===== config.mk =====
export PLATFORM = sky130hd
export DESIGN_NAME = rom_bank_mapper
export DESIGN_NICKNAME = d
export VERILOG_FILES = /design/src/rtl/rom_bank_mapper.sv
export SDC_FILE = /design/constraint.sdc
export NUM_CORES = 1
export LEC_CHECK = 0
export BUFFER_PORTS_ARGS = -buffer_cell sky130_fd_sc_hd__buf_2
export CAP_MARGIN = 20
export CORE_MARGIN = 2
export CORE_UTILIZATION = 42
export DETAILED_ROUTE_END_ITERATION = 7
export PLACE_DENSITY_LB_ADDON = 0.05
export SYNTH_ARGS = -nofsm -noshare
export SYNTH_HDL_FRONTEND = slang
export SYNTH_SLANG_ARGS = --single-unit

===== constraint.sdc =====
create_clock -name clk -period 9.4 [get_ports clk]
set_input_delay 2.35 -clock clk [delete_from_list [all_inputs] [get_ports clk]]
set_output_delay 2.35 -clock clk [all_outputs]
set_load 0.01 [all_outputs]

===== src/rtl/rom_bank_mapper.sv =====
module rom_bank_mapper #(
  parameter int BANK_W = 7
) (
  input  logic                 clk,
  input  logic                 rst_n,
  input  logic [7:0]           cart_type,
  input  logic [BANK_W:0]      rom_banks,
  input  logic                 wr_en,
  input  logic [15:0]          wr_addr,
  input  logic [7:0]           wr_data,
  output logic [BANK_W-1:0]    cur_bank,
  output logic [BANK_W+13:0]   rom_addr
);

  localparam logic [BANK_W-1:0] LOW5_MASK = BANK_W'(5'h1F);
  localparam logic [BANK_W-1:0] ONE       = BANK_W'(1);

  typedef enum logic [2:0] {K_NONE, K_A, K_B, K_C, K_D, K_E} kind_t;

  kind_t            kind;
  logic             sel_hit;
  logic [BANK_W-1:0] fld5, fld7, req;
  logic             req_ok;

  always_comb begin
    case (cart_type)
      8'h00, 8'h08, 8'h09:                    kind = K_NONE;
      8'h01, 8'h02, 8'h03:                    kind = K_A;
      8'h05, 8'h06:                           kind = K_B;
      8'h0F, 8'h10, 8'h11, 8'h12, 8'h13:      kind = K_C;
      8'h15, 8'h16, 8'h17:                    kind = K_D;
      default:                                kind = K_E;
    endcase
  end

  assign sel_hit = wr_en && (wr_addr[15:13] == 3'b001);
  assign fld5    = BANK_W'(wr_data[4:0]);
  assign fld7    = BANK_W'(wr_data[6:0]);

  always_comb begin
    case (kind)
      K_A:     req = (cur_bank & ~LOW5_MASK) | ((fld5 == '0) ? ONE : fld5);
      K_C:     req = (fld7 == '0) ? ONE : fld7;
      K_E:     req = fld7;
      default: req = cur_bank;
    endcase
  end

  assign req_ok = ({1'b0, req} < rom_banks) &&
                  (kind == K_A || kind == K_C || kind == K_E);

  always_ff @(posedge clk) begin
    if (!rst_n)
      cur_bank <= ONE;
    else if (sel_hit && req_ok)
      cur_bank <= req;
  end

  assign rom_addr = {(wr_addr[14] ? cur_bank : '0), wr_addr[13:0]};

endmodule


* Word level (Yosys, flattened, before mapping)
Memories as Yosys holds them, arrays and structs flattened. Index checks and enable logic that the tools add are counted.
Storage, ports and cells: bits in latches 0, memories kept 1, output and inout port bits 28, bits in writable memories 0, word-level logic and storage cells 21, register bits after elaboration 7, memory bits (read-only) 96, bits of input ports 43
Operators by class: $lt $le $gt $ge 1, multiplexer cells 5, divide/modulo/power cells 0, $mul 0, bitwise logic cells 1, reduce and logical (&&, ||, !) cells 8, eq/ne operators 4, shifts and indexed selects 0, $add $sub $neg 0
Memory list:
- (name not given) | depth 32, width 3, read ports 1, clocked after Yosys merged registers in 0, wr ports 0, line 26 | case (cart_type)
Operator list (number):
- case mux 7 bit (3 select lines) | 1
- logical NOT 7 bit | 2
- 2-to-1 mux 7 bit | 2
- less-than comparator 7 x 8 -> 1 bit | 1
- bitwise OR 7 x 5 -> 7 bit | 1
- == test 3 x 1 -> 1 bit, second input constant | 2
- 2-to-1 mux 5 bit | 1
- == test 3 x 2 -> 1 bit, second input constant | 1
- == test 3 bit, second input constant | 1
- logical AND 1 bit | 3
- logical NOT 3 bit | 1
- 2-to-1 mux 3 bit | 1
- logical OR 1 bit | 2

* Logic depth before layout (Yosys ltp)
depth in word-level cells 7, gate-level depth with buffers 13

* Worst setup path before layout
No wires, ideal clock.
path type input -> register, start input cart_type[0], end register cur_bank[1], library setup time 116 ps, required time 9284 ps, path buffers 1, arrival time 4940 ps, stages on the path 12, path slack 4344 ps, cell sequence inv_1 ha_1 o21ai_0 o22ai_1 a22oi_2 mux2_2 ha_1 nand4b_1 a2111o_1 and3_4 buf_6 a31o_1
Between the ends: longest elaborated chain between the ends 7, elaborated cells on any way between the ends 11, classes of those cells order compare: 1; eq/ne: 3; mux: 2; reduce/logical: 4; memory: 1
Ends and longest elaborated chain:
- from (decl) | line 6 | input logic [7:0] cart_type,
- memory (32 x 3 bit) (*)
- 2-to-1 mux 3 bit (*) | line 26
- == test 3 bit, or another cell as far along | line 41 | case (kind)
- case mux 7 bit (3 select lines) (*) | line 41
- net req[4] | line 22 | logic [BANK_W-1:0] fld5, fld7, req;
- less-than comparator 7 x 8 -> 1 bit (*) | line 49 | assign req_ok = ({1'b0, req} < rom_banks) &&
- logical AND 1 bit (*) | line 49
- logical AND 1 bit (*) | line 55 | else if (sel_hit && req_ok)
- to (signal assigned) | line 56 | cur_bank <= req;
- to (decl) | line 11 | output logic [BANK_W-1:0] cur_bank,
The timed path passes the listed nets; every way through them passes the cells marked *. A chain may end at the register's enable or synchronous reset.

* Final worst setup path
start input wr_addr[14], end output rom_addr[14]
Between the ends: longest elaborated chain between the ends 1
Ends and longest elaborated chain:
- from (decl) | line 9 | input logic [15:0] wr_addr,
- 2-to-1 mux 7 bit | line 59 | assign rom_addr = {(wr_addr[14] ? cur_bank : '0), wr_addr[13:0]};
- to (decl) | line 12 | output logic [BANK_W+13:0] rom_addr
Every way passes these cells.

==> flow_summary_export.csv <==
group,metric,value,unit
yosys,yosysMostFrequentCell,"buf_4",
clock_network,cts_made_buffers,3,
yosys,ys.warnings.count,0,
die,rows,16,
die,core-area,1980,µm²
clock_network,cts_root_buf,"clkbuf_4",
clock_network,clkTransAtPathRegs,0.05,ns
pwr,powerDensity,82.5,nW/µm²
layout,nFillCells,212,
yosys,syn-cell-area,896,µm²
detailed_routing,drt-total-wl,2.07,mm
clock_network,clockBufferDepth,2,
yosys,synth_top_area_share,0.156,
global_route,grt_max_degree,14,
sta,relSlewSlack,0.662,
layout,antenna_cells,0,
global_route,grt_pass1_wl,3.51,mm
layout,seqCellArea,140,µm²
setup_path,cp.required,7.05,ns
yosys,syn_inst,107,
hold_path,hold_path_class,"reg2reg",
clock_network,postCtsSetupBuffers,0,
detailed_routing,wl_per_cell,12.6,µm
clock_network,cts.sinks,7,
global_route,grt_pass1_vias,833,
clock_network,post_cts_resized,0,
global_route,grt_overflow_total,0,
clock_network,clk_latency,0.25,ns
yosys,syn_avg_cell_area,8.37,µm²
setup_path,critical_path_class,"in2out",
yosys,async_flop_share,0,
sta,slew_viol_final,0,
global_route,grt_use_met3,0.0476,
sta,timing.setup.tns,0,ns
clock_network,cts_max_level,1,
outcome,run_status,"finished clean",
die,die-area,2520,µm²
layout,area_delta_synth_final,16.1,%
sta,hold_violations,0,
pwr,power_leakage,0.526,nW
detailed_routing,dr.pass1.iters,4,
flow_run,cap_violations,0,
sta,rsz0062_at_grt,"false",
pwr,total_power,0.0857,mW
setup_path,crit_fanout,8,
layout,fin_cells,164,
pwr,peakVddDrop,0.0846,mV
setup_path,critPathCaptureType,"output port",
layout,multiInputGateArea,587,µm²
yosys,synthTopCellsByArea,"dfxtp_1, buf_4, ha_1, mux2_2, and2_1",
placement,post-place-ws,4.00,ns
global_route,grt_antenna_before_repair,0,
sta,worst_pin_slew,0.507,ns
yosys,ys.flop_type,"dfxtp_1",
global_route,use_met2,0.340,
sta,fmax,194,MHz
global_route,top_usage_layer,"met2",
global_route,met1_usage,0.185,
clock_network,cts_tree,"yes",
layout,reg_top3,"cur_bank: 7 flops",
sta,finalWorstPathRequiredPeriod,5.14,ns
die,die_w,50.2,µm
die,die_h,50.2,µm
yosys,synth-seq-area-share,0.156,
detailed_routing,drt_iter0_drc,7,
placement,dp_hpwl,1.73,mm
yosys,synth.top_cells.by_count,"buf_4, inv_1, nand2_1",
clock_network,cts_hold_buf,0,
detailed_routing,vias,890,
layout,largest_reg_flops,7,
placement,dp.cells,160,
sta,finClkSkew,0.000970,ns
layout,drive_above_1_share,0.416,
layout,regMostFlops,"cur_bank",
layout,fin_nets,189,
sta,fin_crit_sh,0.547,
yosys,synth_fp_nets,158,
setup_path,cp.arrival,2.79,ns
placement,portBuffers,43,
yosys,synth_cell_types,38,
sta,setup_ws,4.26,ns
detailed_routing,ant_nets,0,
detailed_routing,drc,0,
placement,gp_congestion,0.676,
die,pin_count,71,
yosys,synth_edf_count,0,
yosys,yosysTopAreaCell,"dfxtp_1",
detailed_routing,viasPerCell,5.43,
die,start_util,0.452,
setup_path,crit_path_start_kind,"input port",
yosys,ys_ff_latch,7,
sta,setup_violations,0,
global_route,grt_use_total,0.179,
worst max-delay path, cell delays in order:
cell and delay (ns):
buf_2 0.15, and2_1 0.16, buf_2 0.13
layout by cell type (no fill, tap or decap), types with 3 or more instances in the layout:
cell type / synthesis / layout
o21ai_0: 3 / 3
mux2_2: 6 / 6
dfxtp_1: 7 / 7
a31o_1: 4 / 4
nand2_1: 9 / 9
clkbuf_4: 0 / 3
and2_1: 7 / 7
ha_1: 8 / 8
inv_1: 10 / 10
buf_2: 0 / 43
a31oi_1: 4 / 4
layer usage:
layer  part of all wire  vias up
met1               0.39      408
met2               0.51       37
met5                  0        -
li1                   -      435
met3              0.080       10
met4              0.017        0
cell type report:
class	instances	share of cell area
Timing Repair Buffer	43	0.207
Sequential cell	7	0.135
Multi-Input combinational cell	73	0.564
Clock buffer	4	0.0253
Tap cell	27	0.0325
Inverter	10	0.0361
cell families after synthesis:
kind of cell / count (synthesis) / synth area share
AND/OR/NAND/NOR: 31 / 0.222
multiplexers: 9 / 0.110
flip-flops: 7 / 0.156
buffers and inverters: 27 / 0.189
AO/OA/AOI/OAI: 25 / 0.211
adder cells (fa/ha/maj): 8 / 0.112
per-stage QoR:
step / hold slack [ns] / instance area (µm²) / util
after detailed placement: 0.482 / 1010 / 0.511
after floorplan: 0.496 / 896 / -
after global routing: 0.510 / 1040 / 0.525
after CTS: 0.489 / 1040 / 0.525
final: 0.483 / 1040 / 0.525
after global placement: 0.471 / 1010 / 0.511
power breakdown:
part / internal (mW) / switching (mW)
Sequential: 0.0304 / 0.000530
Combinational: 0.0133 / 0.0138
Clock: 0.0162 / 0.0115
Total: 0.0599 / 0.0258
final timing paths:
| kind | startpoint | endpoint | slack (ns) | cells past startpoint |
|---|---|---|---|---|
| hold / removal | cur_bank[6] | cur_bank[6] | 0.48 | 2 |
| setup / recovery | wr_addr[14] | rom_addr[14] | 4.26 | 3 |
| setup reg to reg | cur_bank[5] | cur_bank[4] | 7.30 | 6 |
| hold reg to reg | cur_bank[6] | cur_bank[6] | 0.48 | 2 |
Note: power is estimated with default switching activity, not from simulation.
